### src/rtl/usb_ep_pkg.sv
package usb_ep_pkg;

   typedef enum logic [1:0] {
      RSP_NAK   = 2'd0,
      RSP_DATA  = 2'd1,
      RSP_ZLP   = 2'd2,
      RSP_STALL = 2'd3
   } rsp_kind_e;

   typedef enum logic [1:0] {
      EPT_CTRL = 2'd0,
      EPT_ISO  = 2'd1,
      EPT_BULK = 2'd2,
      EPT_INTR = 2'd3
   } ep_kind_e;

   localparam int unsigned CSR_W     = 7;
   localparam int unsigned BIT_STALL = 0;
   localparam int unsigned BIT_FLUSH = 1;
   localparam int unsigned BIT_ZLP   = 2;
   localparam int unsigned MIN_PKT   = 8;
   localparam int unsigned MAX_PKT   = 64;

   typedef struct packed {
      logic [1:0] size;
      ep_kind_e   kind;
      logic       zlp;
      logic       stall;
   } ep_cfg_t;

endpackage

### src/rtl/usb_ep_regs.sv
module usb_ep_regs
   import usb_ep_pkg::*;
#(
   parameter int unsigned EP_INDEX = 1
) (
   input  logic             clk,
   input  logic             rst_n,
   input  logic             wr,
   input  logic [CSR_W-1:0] wdata,
   input  logic             stall_taken,
   input  logic             zlp_done,
   output ep_cfg_t          cfg,
   output logic             flush_pulse,
   output logic [CSR_W-1:0] rdata
);

   localparam bit IS_EP0 = (EP_INDEX == 0);

   ep_kind_e kind_wr;

   generate
      if (IS_EP0) begin : g_ep0
         logic [1:0] kind_ignored;
         always_comb kind_ignored = wdata[4:3];
         always_comb kind_wr = (kind_ignored == 2'd0) ? EPT_CTRL : EPT_CTRL;
      end else begin : g_epn
         always_comb kind_wr = ep_kind_e'(wdata[4:3]);
      end
   endgenerate

   always_ff @(posedge clk or negedge rst_n) begin
      if (!rst_n) begin
         cfg         <= '0;
         flush_pulse <= 1'b0;
      end else begin
         if (wr) begin
            cfg.size <= wdata[6:5];
            cfg.kind <= kind_wr;
         end
         cfg.zlp     <= (cfg.zlp & ~zlp_done) | (wr & wdata[BIT_ZLP]);
         cfg.stall   <= (cfg.stall & ~stall_taken) | (wr & wdata[BIT_STALL]);
         flush_pulse <= wr & wdata[BIT_FLUSH];
      end
   end

   always_comb rdata = {cfg.size, cfg.kind, cfg.zlp, 1'b0, cfg.stall};

endmodule

### src/rtl/usb_ep_lencap.sv
module usb_ep_lencap
   import usb_ep_pkg::*;
#(
   parameter int unsigned FIFO_DEPTH = 64,
   parameter int unsigned LVL_W      = 7
) (
   input  logic [1:0]       size,
   input  ep_kind_e         kind,
   input  logic [LVL_W-1:0] level,
   output logic [LVL_W-1:0] len
);

   logic [31:0]      raw;
   logic [LVL_W-1:0] cap;

   always_comb raw = 32'(MIN_PKT) << size;

   generate
      if (FIFO_DEPTH >= MAX_PKT) begin : g_noclamp
         always_comb cap = LVL_W'(raw);
      end else begin : g_clamp
         always_comb begin
            if (raw > 32'(FIFO_DEPTH)) cap = LVL_W'(FIFO_DEPTH);
            else                       cap = LVL_W'(raw);
         end
      end
   endgenerate

   always_comb begin
      if (kind == EPT_ISO)  len = level;
      else if (level < cap) len = level;
      else                  len = cap;
   end

endmodule

### src/rtl/usb_ep_arbiter.sv
module usb_ep_arbiter
   import usb_ep_pkg::*;
#(
   parameter int unsigned LVL_W = 7
) (
   input  logic             clk,
   input  logic             rst_n,
   input  logic             poll,
   input  logic             txn_done,
   input  logic             stall_req,
   input  logic             zlp_req,
   input  logic [LVL_W-1:0] level,
   input  logic [LVL_W-1:0] cap_len,
   output logic             stall_taken,
   output logic             zlp_done,
   output logic             resp_valid,
   output rsp_kind_e        resp_kind,
   output logic [LVL_W-1:0] resp_len
);

   rsp_kind_e pick;
   logic      last_zlp;

   always_comb begin
      if (stall_req)          pick = RSP_STALL;
      else if (level != '0)   pick = RSP_DATA;
      else if (zlp_req)       pick = RSP_ZLP;
      else                    pick = RSP_NAK;
   end

   always_comb stall_taken = poll & stall_req;
   always_comb zlp_done    = txn_done & last_zlp;

   always_ff @(posedge clk or negedge rst_n) begin
      if (!rst_n) begin
         resp_valid <= 1'b0;
         resp_kind  <= RSP_NAK;
         resp_len   <= '0;
         last_zlp   <= 1'b0;
      end else begin
         resp_valid <= poll;
         if (poll) begin
            resp_kind <= pick;
            resp_len  <= (pick == RSP_DATA) ? cap_len : '0;
            last_zlp  <= (pick == RSP_ZLP);
         end else if (txn_done) begin
            last_zlp  <= 1'b0;
         end
      end
   end

endmodule

### src/rtl/usb_ep_ctrl.sv
module usb_ep_ctrl
   import usb_ep_pkg::*;
#(
   parameter  int unsigned FIFO_DEPTH = 64,
   parameter  int unsigned EP_INDEX   = 1,
   localparam int unsigned LVL_W      = $clog2(FIFO_DEPTH + 1)
) (
   input  logic             clk,
   input  logic             rst_n,
   input  logic             cfg_wr,
   input  logic [6:0]       cfg_wdata,
   output logic [6:0]       cfg_rdata,
   input  logic             in_poll,
   input  logic [LVL_W-1:0] fifo_level,
   input  logic             txn_done,
   output logic             resp_valid,
   output logic [1:0]       resp_kind,
   output logic [LVL_W-1:0] resp_len,
   output logic             fifo_flush
);

   generate
      if (FIFO_DEPTH < MIN_PKT) begin : g_bad_depth
         $error("usb_ep_ctrl: FIFO_DEPTH must hold at least one minimum packet");
      end
      if (EP_INDEX > 15) begin : g_bad_index
         $error("usb_ep_ctrl: EP_INDEX out of the 0..15 range");
      end
   endgenerate

   ep_cfg_t          cfg;
   logic             stall_taken;
   logic             zlp_done;
   logic [LVL_W-1:0] cap_len;
   rsp_kind_e        kind_q;

   usb_ep_regs #(.EP_INDEX(EP_INDEX)) u_regs (
      .clk         (clk),
      .rst_n       (rst_n),
      .wr          (cfg_wr),
      .wdata       (cfg_wdata),
      .stall_taken (stall_taken),
      .zlp_done    (zlp_done),
      .cfg         (cfg),
      .flush_pulse (fifo_flush),
      .rdata       (cfg_rdata)
   );

   usb_ep_lencap #(.FIFO_DEPTH(FIFO_DEPTH), .LVL_W(LVL_W)) u_lencap (
      .size  (cfg.size),
      .kind  (cfg.kind),
      .level (fifo_level),
      .len   (cap_len)
   );

   usb_ep_arbiter #(.LVL_W(LVL_W)) u_arb (
      .clk         (clk),
      .rst_n       (rst_n),
      .poll        (in_poll),
      .txn_done    (txn_done),
      .stall_req   (cfg.stall),
      .zlp_req     (cfg.zlp),
      .level       (fifo_level),
      .cap_len     (cap_len),
      .stall_taken (stall_taken),
      .zlp_done    (zlp_done),
      .resp_valid  (resp_valid),
      .resp_kind   (kind_q),
      .resp_len    (resp_len)
   );

   always_comb resp_kind = kind_q;

endmodule

### config.mk
export PLATFORM = sky130hd
export DESIGN_NAME = usb_ep_ctrl
export DESIGN_NICKNAME = d
export VERILOG_FILES = /design/src/rtl/usb_ep_pkg.sv /design/src/rtl/usb_ep_regs.sv /design/src/rtl/usb_ep_lencap.sv /design/src/rtl/usb_ep_arbiter.sv /design/src/rtl/usb_ep_ctrl.sv
export SDC_FILE = /design/constraint.sdc
export NUM_CORES = 1
export LEC_CHECK = 0
export ABC_AREA = 1
export BUFFER_PORTS_ARGS = -buffer_cell sky130_fd_sc_hd__buf_2
export CORE_MARGIN = 2
export CORE_UTILIZATION = 46
export CTS_BUF_LIST = sky130_fd_sc_hd__clkbuf_4 sky130_fd_sc_hd__clkbuf_8 sky130_fd_sc_hd__clkbuf_16
export DETAILED_ROUTE_END_ITERATION = 12
export GPL_ROUTABILITY_DRIVEN = 0
export PLACE_DENSITY = 0.83
export SLEW_MARGIN = 20
export SYNTH_ARGS = -nofsm -noshare
export SYNTH_HDL_FRONTEND = slang
export SYNTH_SLANG_ARGS = --single-unit
### constraint.sdc
create_clock -name clk -period 1.8 [get_ports clk]
set_clock_uncertainty 0.2 [all_clocks]
set_input_delay 0.27 -clock clk [delete_from_list [all_inputs] [get_ports clk]]
set_output_delay 0.27 -clock clk [all_outputs]
set_load 0.02 [all_outputs]
==> results_dict.tcl <==
set metrics [dict create \
    synthCells 111 \
    drt_iter0_drc 20 \
    path_cells "inv_2, nand2_2, ha_4, nand2_1, nand2_1, nand2_2, nand3_4, nand2_4, nand2_1, nand3_1, nand2_1" \
    seq_power_share_pct 45.5 \
    hold_viol_final 0 \
    htreeDepth 1 \
    holdCritPathClass "in -> reg" \
    syn_nets 134 \
    max_stage_delay_ps 430 \
    cts_tree "built" \
    drt_wl_total_mm 2.11 \
    ys_warn_count 0 \
    end_kind "flop" \
    drv_cap 0 \
    io_pins 37 \
    clock_latency_ps 300 \
    drcViolationCount 0 \
    cts_root_buf "clkbuf_4" \
    yosysSeqAreaShare_pct 49.3 \
    cts_buffers 3 \
    required_ps 1800 \
    max-vdd-ir-drop_v 0.000657 \
    p_switching_uw 333 \
    final_common_cell "buf_2" \
    p_total_mw 1.02 \
    layout.cells.most_common_list "buf_2, nand2_1, dfrtp_1, nand3_1, inv_1" \
    final_layout_size_suffix_gt1_share_pct 38.5 \
    period_minus_slack_ps 1740 \
    rows 16 \
    nets 180 \
    cts_buffer_depth 2 \
    initial_core_util_pct 47.5 \
    dr.pass1.iters 4 \
    comb_power_share_pct 29.9 \
    slew_viol_final 0 \
    crit_path_max_fanout 7 \
    status "completed" \
    swShare_pct 32.8 \
    grt-ovfl-total 0 \
    ant_nets 0 \
    setup_tns_ps 0 \
    syn2layout_area_growth_pct 42.3 \
    post-dp-hpwl_mm 1.51 \
    synth_cell_types 19 \
    power_leakage_nw 0.701 \
    via_per_inst 4.79 \
    fmax_ghz 0.574 \
    synth.ff_latch_count 18 \
    avgSynthCellArea_sq_um 8.23 \
    numPortBuffers 35 \
    track_usage_pct 18.4 \
    grt_pass1_vias 842 \
    finalSetupViolCount 0 \
    coreArea_sq_mm 0.00192 \
    path_common_cell "nand2_1" \
    vias 877 \
    critPathLaunchType "flop" \
    fin_cells 183 \
    fin_util_pct 67.6 \
    power_density_mw_per_mm2 782 \
    grt_max_degree 19 \
    cp_slowest_cell "dfrtp_1" \
    grt_pass1_wl_mm 3.35 \
    syn_area_sq_um 913 \
    dieArea_sq_mm 0.00236 \
    wl_per_cell_microns 11.5 \
    die_y_microns 48.6 \
    p_int_uw 683 \
    dp.cells 169 \
    final.period_utilization_pct 96.8 \
    antenna_found_initial 0 \
    clock-sinks 18 \
    antenna_cells 0 \
    crit_type "reg -> reg" \
    power_frac_clock_pct 24.6 \
    clk_pin_slew_ps 100 \
    cp.arrival_ps 1740 \
    die_w_microns 48.6 \
]
==> worst max-delay path, delay by kind of cell, from the launching register on <==
kind          cells  cell delay (ps)
fa+ha+maj         1              220
buf+inv           1              100
simple gates      9              690
flops             1              430
==> cell families after synthesis <==
kind of cell    Yosys count  synth area share [%]
compound gates            7                  4.38
fa+ha+maj                 4                  5.48
buf+inv                  17                  8.36
flops                    18                  49.3
mux                       1                  1.23
other cells               1                 0.411
simple gates             63                  30.8
==> path summary, 6_finish.rpt <==
check                                   from            endpoint  slack (ps)  depth (start not counted)
setup / recovery               u_regs.cfg[5]   u_arb.resp_len[6]          60                         11
hold reg to reg            u_arb.resp_len[5]   u_arb.resp_len[5]         280                          2
setup reg to reg               u_regs.cfg[5]   u_arb.resp_len[6]          60                         11
max in group asynchronous              rst_n  u_arb.resp_kind[1]         900                          2
min in group asynchronous              rst_n   u_arb.resp_len[5]         220                          2
hold / removal                      txn_done      u_arb.last_zlp          10                          4
==> flip-flops by register name (all words and copies together) (netlist names) <==
| name | count |
|---|---|
| u_arb.resp_valid | 1 |
| u_arb.resp_kind | 2 |
| u_arb.last_zlp | 1 |
| u_arb.resp_len | 7 |
| u_regs.cfg | 6 |
| u_regs.flush_pulse | 1 |
==> repair_timing <==
action,CTS,global route
pin swaps,2,6
gates cloned,0,0
setup endpoints to repair,3,4
setup buffers,0,2
hold endpoints to repair,25,0
hold buffers,8,0
gates resized for setup,2,12
==> power groups by stage <==
| stage | combinational, mW | clock (mW) | sequential [mW] |
|---|---|---|---|
| floorplan | 0.118 | 0 | 0.515 |
| global placement | 0.244 | 0 | 0.468 |
| detailed placement | 0.252 | 0 | 0.470 |
| CTS | 0.271 | 0.255 | 0.462 |
| global route | 0.335 | 0.267 | 0.468 |
| finish | 0.304 | 0.250 | 0.462 |
==> area by class of cell <==
class	count	area, sq um
clock buffer	4	36.3
fill	174	622
inverter	13	48.8
multi-input combinational	76	460
sequential	18	450
tap	27	33.8
timing repair buffer	45	270
==> stage by stage <==
stage	area, sq um	hold slack, ps	worst slack, ps
after floorplan	913	-226	40.5
after global placement	1090	11.8	47.1
after detailed placement	1090	18.1	-3.32
after CTS	1220	6.39	9.19
after global routing	1300	22.0	-29.7
final	1300	9.87	58.3
==> cells in the mapped netlist <==
| cell | count | area (sq um) |
|---|---|---|
| nor2_4 | 1 | 11.3 |
| buf_4 | 3 | 22.5 |
| ha_1 | 4 | 50.1 |
| nand3_1 | 12 | 60.1 |
| o22ai_1 | 1 | 6.26 |
| o21ai_0 | 4 | 20.0 |
| buf_2 | 1 | 5.00 |
| nand3_2 | 1 | 10.0 |
| nor2_1 | 7 | 26.3 |
| a21oi_1 | 1 | 5.00 |
| mux2_2 | 1 | 11.3 |
| dfrtp_1 | 18 | 450 |
| nand2_1 | 39 | 146 |
| a22o_1 | 1 | 8.76 |
| nand2_4 | 1 | 11.3 |
| inv_1 | 13 | 48.8 |
| nor3_2 | 1 | 10.0 |
| conb_1 | 1 | 3.75 |
| nand2_2 | 1 | 6.26 |
==> layer usage <==
| layer | GRT usage (%) | vias to the layer above | wire length, microns | part of all wire, % |
|---|---|---|---|---|
| met5 | 0 | - | 0 | 0 |
| met4 | 4.76 | 0 | 14 | 0.66 |
| met3 | 4.94 | 3 | 144 | 6.8 |
| met2 | 34.3 | 42 | 1020 | 48 |
| met1 | 20.6 | 393 | 927 | 44 |
| li1 | - | 439 | - | - |
Note: power is estimated with default switching activity, not from simulation.
